--- src/rtl/irq_agg_pkg.sv ---
package irq_agg_pkg;
  // word index taken from the byte address bits [4:2]
  typedef enum logic [2:0] {
    RI_EN    = 3'd0,
    RI_STAT  = 3'd1,
    RI_SKIND = 3'd2,
    RI_SPOL  = 3'd3,
    RI_OMODE = 3'd4,
    RI_OPOL  = 3'd5,
    RI_FORCE = 3'd6,
    RI_NONE  = 3'd7
  } reg_idx_e;

  localparam int unsigned IDX_LSB = 2;
endpackage

--- src/rtl/irq_sync.sv ---
module irq_sync #(
  parameter int unsigned W      = 32,
  parameter int unsigned STAGES = 2
) (
  input  logic         clk,
  input  logic         rst_n,
  input  logic [W-1:0] d_i,
  output logic [W-1:0] q_o
);
  logic [STAGES-1:0][W-1:0] stg;

  genvar g;
  generate
    for (g = 0; g < STAGES; g++) begin : g_stage
      if (g == 0) begin : g_first
        always_ff @(posedge clk or negedge rst_n) begin
          if (!rst_n) stg[0] <= '0;
          else        stg[0] <= d_i;
        end
      end else begin : g_next
        always_ff @(posedge clk or negedge rst_n) begin
          if (!rst_n) stg[g] <= '0;
          else        stg[g] <= stg[g-1];
        end
      end
    end
  endgenerate

  assign q_o = stg[STAGES-1];
endmodule

--- src/rtl/irq_src_cell.sv ---
module irq_src_cell (
  input  logic clk,
  input  logic rst_n,
  input  logic lvl_i,    // synchronised input
  input  logic kind_i,   // 1 edge, 0 level
  input  logic pol_i,    // 1 rising/high, 0 falling/low
  input  logic force_i,
  input  logic ack_i,    // write-one-to-clear strobe
  output logic pend_o
);
  logic prev_q;
  logic edge_hit;
  logic lvl_hit;
  logic pend_d;

  always_comb begin
    edge_hit = pol_i ? (lvl_i & ~prev_q) : (~lvl_i & prev_q);
    lvl_hit  = (lvl_i == pol_i);
    if (kind_i) pend_d = (pend_o & ~ack_i) | edge_hit | force_i;
    else        pend_d = lvl_hit | force_i;
  end

  always_ff @(posedge clk or negedge rst_n) begin
    if (!rst_n) begin
      prev_q <= 1'b0;
      pend_o <= 1'b0;
    end else begin
      prev_q <= lvl_i;
      pend_o <= pend_d;
    end
  end
endmodule

--- src/rtl/irq_out_shape.sv ---
module irq_out_shape (
  input  logic clk,
  input  logic rst_n,
  input  logic req_i,
  input  logic pulse_mode_i,
  input  logic high_act_i,
  output logic irq_o
);
  logic req_d;
  logic raw;

  always_ff @(posedge clk or negedge rst_n) begin
    if (!rst_n) req_d <= 1'b0;
    else        req_d <= req_i;
  end

  always_comb begin
    raw   = pulse_mode_i ? (req_i & ~req_d) : req_i;
    irq_o = high_act_i ? raw : ~raw;
  end
endmodule

--- src/rtl/irq_agg32.sv ---
module irq_agg32
  import irq_agg_pkg::*;
#(
  parameter int unsigned NSRC      = 32,
  parameter int unsigned ADDR_W    = 5,
  parameter int unsigned SYNC_DEPTH = 2
) (
  input  logic              clk,
  input  logic              rst_n,
  input  logic [NSRC-1:0]   src_i,
  input  logic              bus_wr,
  input  logic [ADDR_W-1:0] bus_addr,
  input  logic [NSRC-1:0]   bus_wdata,
  output logic [NSRC-1:0]   bus_rdata,
  output logic              irq_o
);
  localparam int unsigned IDX_W = $bits(reg_idx_e);

  reg_idx_e        idx;
  logic [NSRC-1:0] en_q, kind_q, spol_q, omode_q, opol_q, force_q;
  logic [NSRC-1:0] ack_vec, lvl_vec, pend_vec;
  logic            req;

  assign idx     = reg_idx_e'(bus_addr[IDX_LSB +: IDX_W]);
  assign ack_vec = (bus_wr && idx == RI_STAT) ? bus_wdata : '0;

  always_ff @(posedge clk or negedge rst_n) begin
    if (!rst_n) begin
      en_q    <= '0;
      kind_q  <= '0;
      spol_q  <= '0;
      omode_q <= '0;
      opol_q  <= '0;
      force_q <= '0;
    end else if (bus_wr) begin
      unique case (idx)
        RI_EN:    en_q    <= bus_wdata;
        RI_SKIND: kind_q  <= bus_wdata;
        RI_SPOL:  spol_q  <= bus_wdata;
        RI_OMODE: omode_q <= bus_wdata;
        RI_OPOL:  opol_q  <= bus_wdata;
        RI_FORCE: force_q <= bus_wdata;
        default:  ;
      endcase
    end
  end

  always_comb begin
    unique case (idx)
      RI_EN:    bus_rdata = en_q;
      RI_STAT:  bus_rdata = pend_vec;
      RI_SKIND: bus_rdata = kind_q;
      RI_SPOL:  bus_rdata = spol_q;
      RI_OMODE: bus_rdata = omode_q;
      RI_OPOL:  bus_rdata = opol_q;
      RI_FORCE: bus_rdata = force_q;
      default:  bus_rdata = '0;
    endcase
  end

  irq_sync #(.W(NSRC), .STAGES(SYNC_DEPTH)) u_sync (
    .clk   (clk),
    .rst_n (rst_n),
    .d_i   (src_i),
    .q_o   (lvl_vec)
  );

  genvar s;
  generate
    for (s = 0; s < NSRC; s++) begin : g_src
      irq_src_cell u_cell (
        .clk     (clk),
        .rst_n   (rst_n),
        .lvl_i   (lvl_vec[s]),
        .kind_i  (kind_q[s]),
        .pol_i   (spol_q[s]),
        .force_i (force_q[s]),
        .ack_i   (ack_vec[s]),
        .pend_o  (pend_vec[s])
      );
    end
  endgenerate

  assign req = |(pend_vec & en_q);

  irq_out_shape u_shape (
    .clk          (clk),
    .rst_n        (rst_n),
    .req_i        (req),
    .pulse_mode_i (omode_q[0]),
    .high_act_i   (opol_q[0]),
    .irq_o        (irq_o)
  );
endmodule

--- config.mk ---
export PLATFORM = sky130hd
export DESIGN_NAME = irq_agg32
export DESIGN_NICKNAME = d
export VERILOG_FILES = /design/src/rtl/irq_agg_pkg.sv /design/src/rtl/irq_sync.sv /design/src/rtl/irq_src_cell.sv /design/src/rtl/irq_out_shape.sv /design/src/rtl/irq_agg32.sv
export SDC_FILE = /design/constraint.sdc
export NUM_CORES = 1
export LEC_CHECK = 0
export ABC_AREA = 1
export BUFFER_PORTS_ARGS = -buffer_cell sky130_fd_sc_hd__buf_2
export CORE_AREA = 2 2 159 161
export DETAILED_ROUTE_END_ITERATION = 8
export DIE_AREA = 0 0 161 163
export GPL_TIMING_DRIVEN = 1
export PLACE_DENSITY = 0.74
export RECOVER_POWER = 50
export SLEW_MARGIN = 20
export SYNTH_ARGS = -nofsm -noshare
export SYNTH_HDL_FRONTEND = slang
export SYNTH_SLANG_ARGS = --single-unit
--- constraint.sdc ---
create_clock -name clk -period 1.81 [get_ports clk]
set_input_delay 0.362 -clock clk [delete_from_list [all_inputs] [get_ports clk]]
set_output_delay 0.362 -clock clk [all_outputs]
set_load 0.05 [all_outputs]
==> results_dict.tcl <==
set metrics [dict create \
    final-setup-viol-count 40 \
    fin_skew_ns 0.02044 \
    grt_pass1_vias 11700 \
    maxCapViolations 0 \
    drv_slew 0 \
    clock.fmax_mhz 449.3 \
    synthDistinctLibCells 26 \
    antennaDiodeCount 0 \
    worstSkewPairLatency_ns 0.51 \
    peakVddDrop_v 0.0009253 \
    post-place-ws_ns -0.1943 \
    ys_seq_area_share_pct 60.20 \
    layout_setup_ws_ns -0.4156 \
    path_clk_slew_ns 0.06 \
    area_delta_synth_final_pct 33.77 \
    min_period_ns 2.226 \
    clock-sinks 321 \
    die_y_um 163 \
    final_cell_area_um2 17850 \
    synth.area.top_cells "dfrtp_1, nand2_1, o21ai_0, inv_1, nor2_1" \
    fillers 1685 \
    drt_iter0_drc 1418 \
    grt_first_pass_wirelength_mm 61.33 \
    crit_type "input pin to primary output" \
    route.detailed.drc 0 \
    drive_above_1_share_pct 25.00 \
    dp_hpwl_mm 21.69 \
    rsz0062_at_grt "true" \
    cellPowerDensity_nw_per_um2 1162 \
    gp_congestion 0.8480 \
    hold_violations 0 \
    cts_buffers 34 \
    num_rows 58 \
    relSlewSlack_pct 11.78 \
    syn_area_per_cell_um2 8.671 \
    yosysTopAreaCell "dfrtp_1" \
    die_w_um 161 \
    initial_core_util_pct 54.08 \
    ios 105 \
    cts_max_level 2 \
    endpoint_kind "primary output" \
    power.leakage_nw 8.835 \
    nets 1901 \
    synth_top_area_share_pct 60.20 \
    holdCritPathClass "input pin to flop" \
    wire_per_inst_um 18.20 \
    vias 12270 \
    yosysWarnings 0 \
    grtUsageTotal_pct 29.85 \
    synthesis.nets 1611 \
    core_area_um2 24670 \
    port_buffers 102 \
    worst_pin_slew_ns 1.323 \
    required_ns 1.45 \
    period_share_pct 123.0 \
    cts_tree "built" \
    violations "negative setup slack" \
    drt_first_pass_iters 6 \
    worst_setup_path_start_kind "input pin" \
    overflow 0 \
    drt-vias-per-instance 5.624 \
    synth_seq_cells 321 \
    ctsRootBufferMaster "clkbuf_16" \
    routed_wl_mm 39.72 \
    syn_inst 1539 \
    syn_area_um2 13340 \
    clk_path_buf_depth 3 \
    fp.dieArea_um2 26240 \
    critPathMaxFanout 5 \
    place_area_um2 14740 \
    antenna_found_initial 0 \
    crit_arrival_ns 1.86 \
    drtAntennaViolNets 0 \
    status "finished, violations left" \
    grt_max_degree 75 \
]
[stage by stage]
| stage | power [W] | setup TNS [ns] | cells | util, % | hold slack, ns |
|---|---|---|---|---|---|
| floorplan | 0.01142 | 0 | 1539 | - | 0.06641 |
| global placement | 0.01250 | -3.747 | 1973 | 59.73 | 0.2927 |
| detailed placement | 0.01267 | -3.939 | 1973 | 59.73 | 0.2929 |
| CTS | 0.02022 | -2.002 | 2143 | 70.60 | 0.1778 |
| global route | 0.02172 | -31.81 | 2182 | 72.35 | 0.2150 |
| finish | 0.02075 | -10.05 | 2182 | 72.35 | 0.1960 |
[synthesized netlist by cell type, drive strengths merged]
cell type and number:
o22ai 1, nand2 571, clkbuf 18, nand3 30
inv 97, nor3 1, o21a 17, nand4 19
a21oi 56, nand3b 1, dfrtp 321, nor2 90
o21ai 248, a22o 2, o21bai 9, a22oi 13
buf 42, and3 3
[logic make-up (layout without fill, tap and decap cells)]
group / count (synthesis) / after routing / synth area share [%]
AND/OR/NAND/NOR: 715 / 715 / 21.17
buffers and inverters: 157 / 470 / 4.857
AO/OA/AOI/OAI: 346 / 346 / 13.77
flip-flops: 321 / 321 / 60.20
[cell usage in the layout, fill, tap and decap left out, types with 2 or more instances in the layout]
cell type	n
clkbuf_16	35
nor2_2	7
clkinv_2	4
o21ai_0	171
nand3_1	20
nand4_1	19
clkbuf_8	6
buf_8	10
and3_4	2
nand3_2	10
inv_1	81
a22oi_1	9
a22o_1	2
nand2_2	59
inv_2	10
dfrtp_1	321
clkbuf_1	15
nand2_4	6
inv_4	3
clkbuf_2	8
buf_12	26
nor2_4	3
a21oi_1	38
nand2_1	505
a21oi_2	18
o21bai_1	9
a22oi_2	4
clkbuf_4	2
buf_2	65
buf_4	116
nor2_1	80
o21a_1	17
o21ai_1	67
dlygate4sd3_1	33
buf_6	49
inv_6	2
o21ai_2	10
[report_power, final]
group	leakage [nW]	internal (W)	switching (W)
combinational	4.42	0.00209	0.00272
sequential	3.90	0.00832	0.000922
clock	0.523	0.00395	0.00276
total	8.83	0.0144	0.00639
[final cells by class]
class                   instances  area, µm²  area share (%)
repair buffers                314       2875           16.11
clock inverters                 6      58.81          0.3294
inverters                      97      396.6           2.222
clock buffers                  53       1003           5.621
flip-flops and latches        321       8033           45.00
well taps                     330      412.9           2.313
multi-input cells            1061       5071           28.41
[per-layer routing]
metal / GRT usage, % / routed length [µm]
met1: 39.53 / 15390
met2: 48.17 / 19100
met3: 5.653 / 3369
met4: 13.92 / 1870
met5: 0 / 0
[critical path: stages]
cell	delay [ns]
buf_8	0.11
inv_2	0.04
nor2_1	0.16
nand2_1	0.16
inv_1	0.36
buf_4	0.24
nand2_1	0.08
nand2_2	0.07
a21oi_2	0.03
nand3_2	0.09
buf_8	0.15
[worst paths after layout]
kind	startpoint	endpoint	slack [ns]	depth (start not counted)
min	bus_wdata[24]	force_q[24]	0.20	3
max in group asynchronous	rst_n	kind_q[27]	0.10	3
max reg2reg	force_q[31]	g_src[31].u_cell.pend_o	0.05	12
min reg2reg	u_sync.stg[28]	u_sync.q_o[28]	0.34	0
min in group asynchronous	rst_n	spol_q[18]	0.70	2
max	bus_addr[3]	bus_rdata[14]	-0.42	11
[repair_timing]
item,CTS,global route
gates resized for setup,186,106
endpoints found under the setup margin,33,35
endpoints found under the hold margin,66,0
pin swaps,75,84
buffers inserted,73,49
hold buffers,33,0
cloned,6,1
Power figures use the tool's default switching activity.
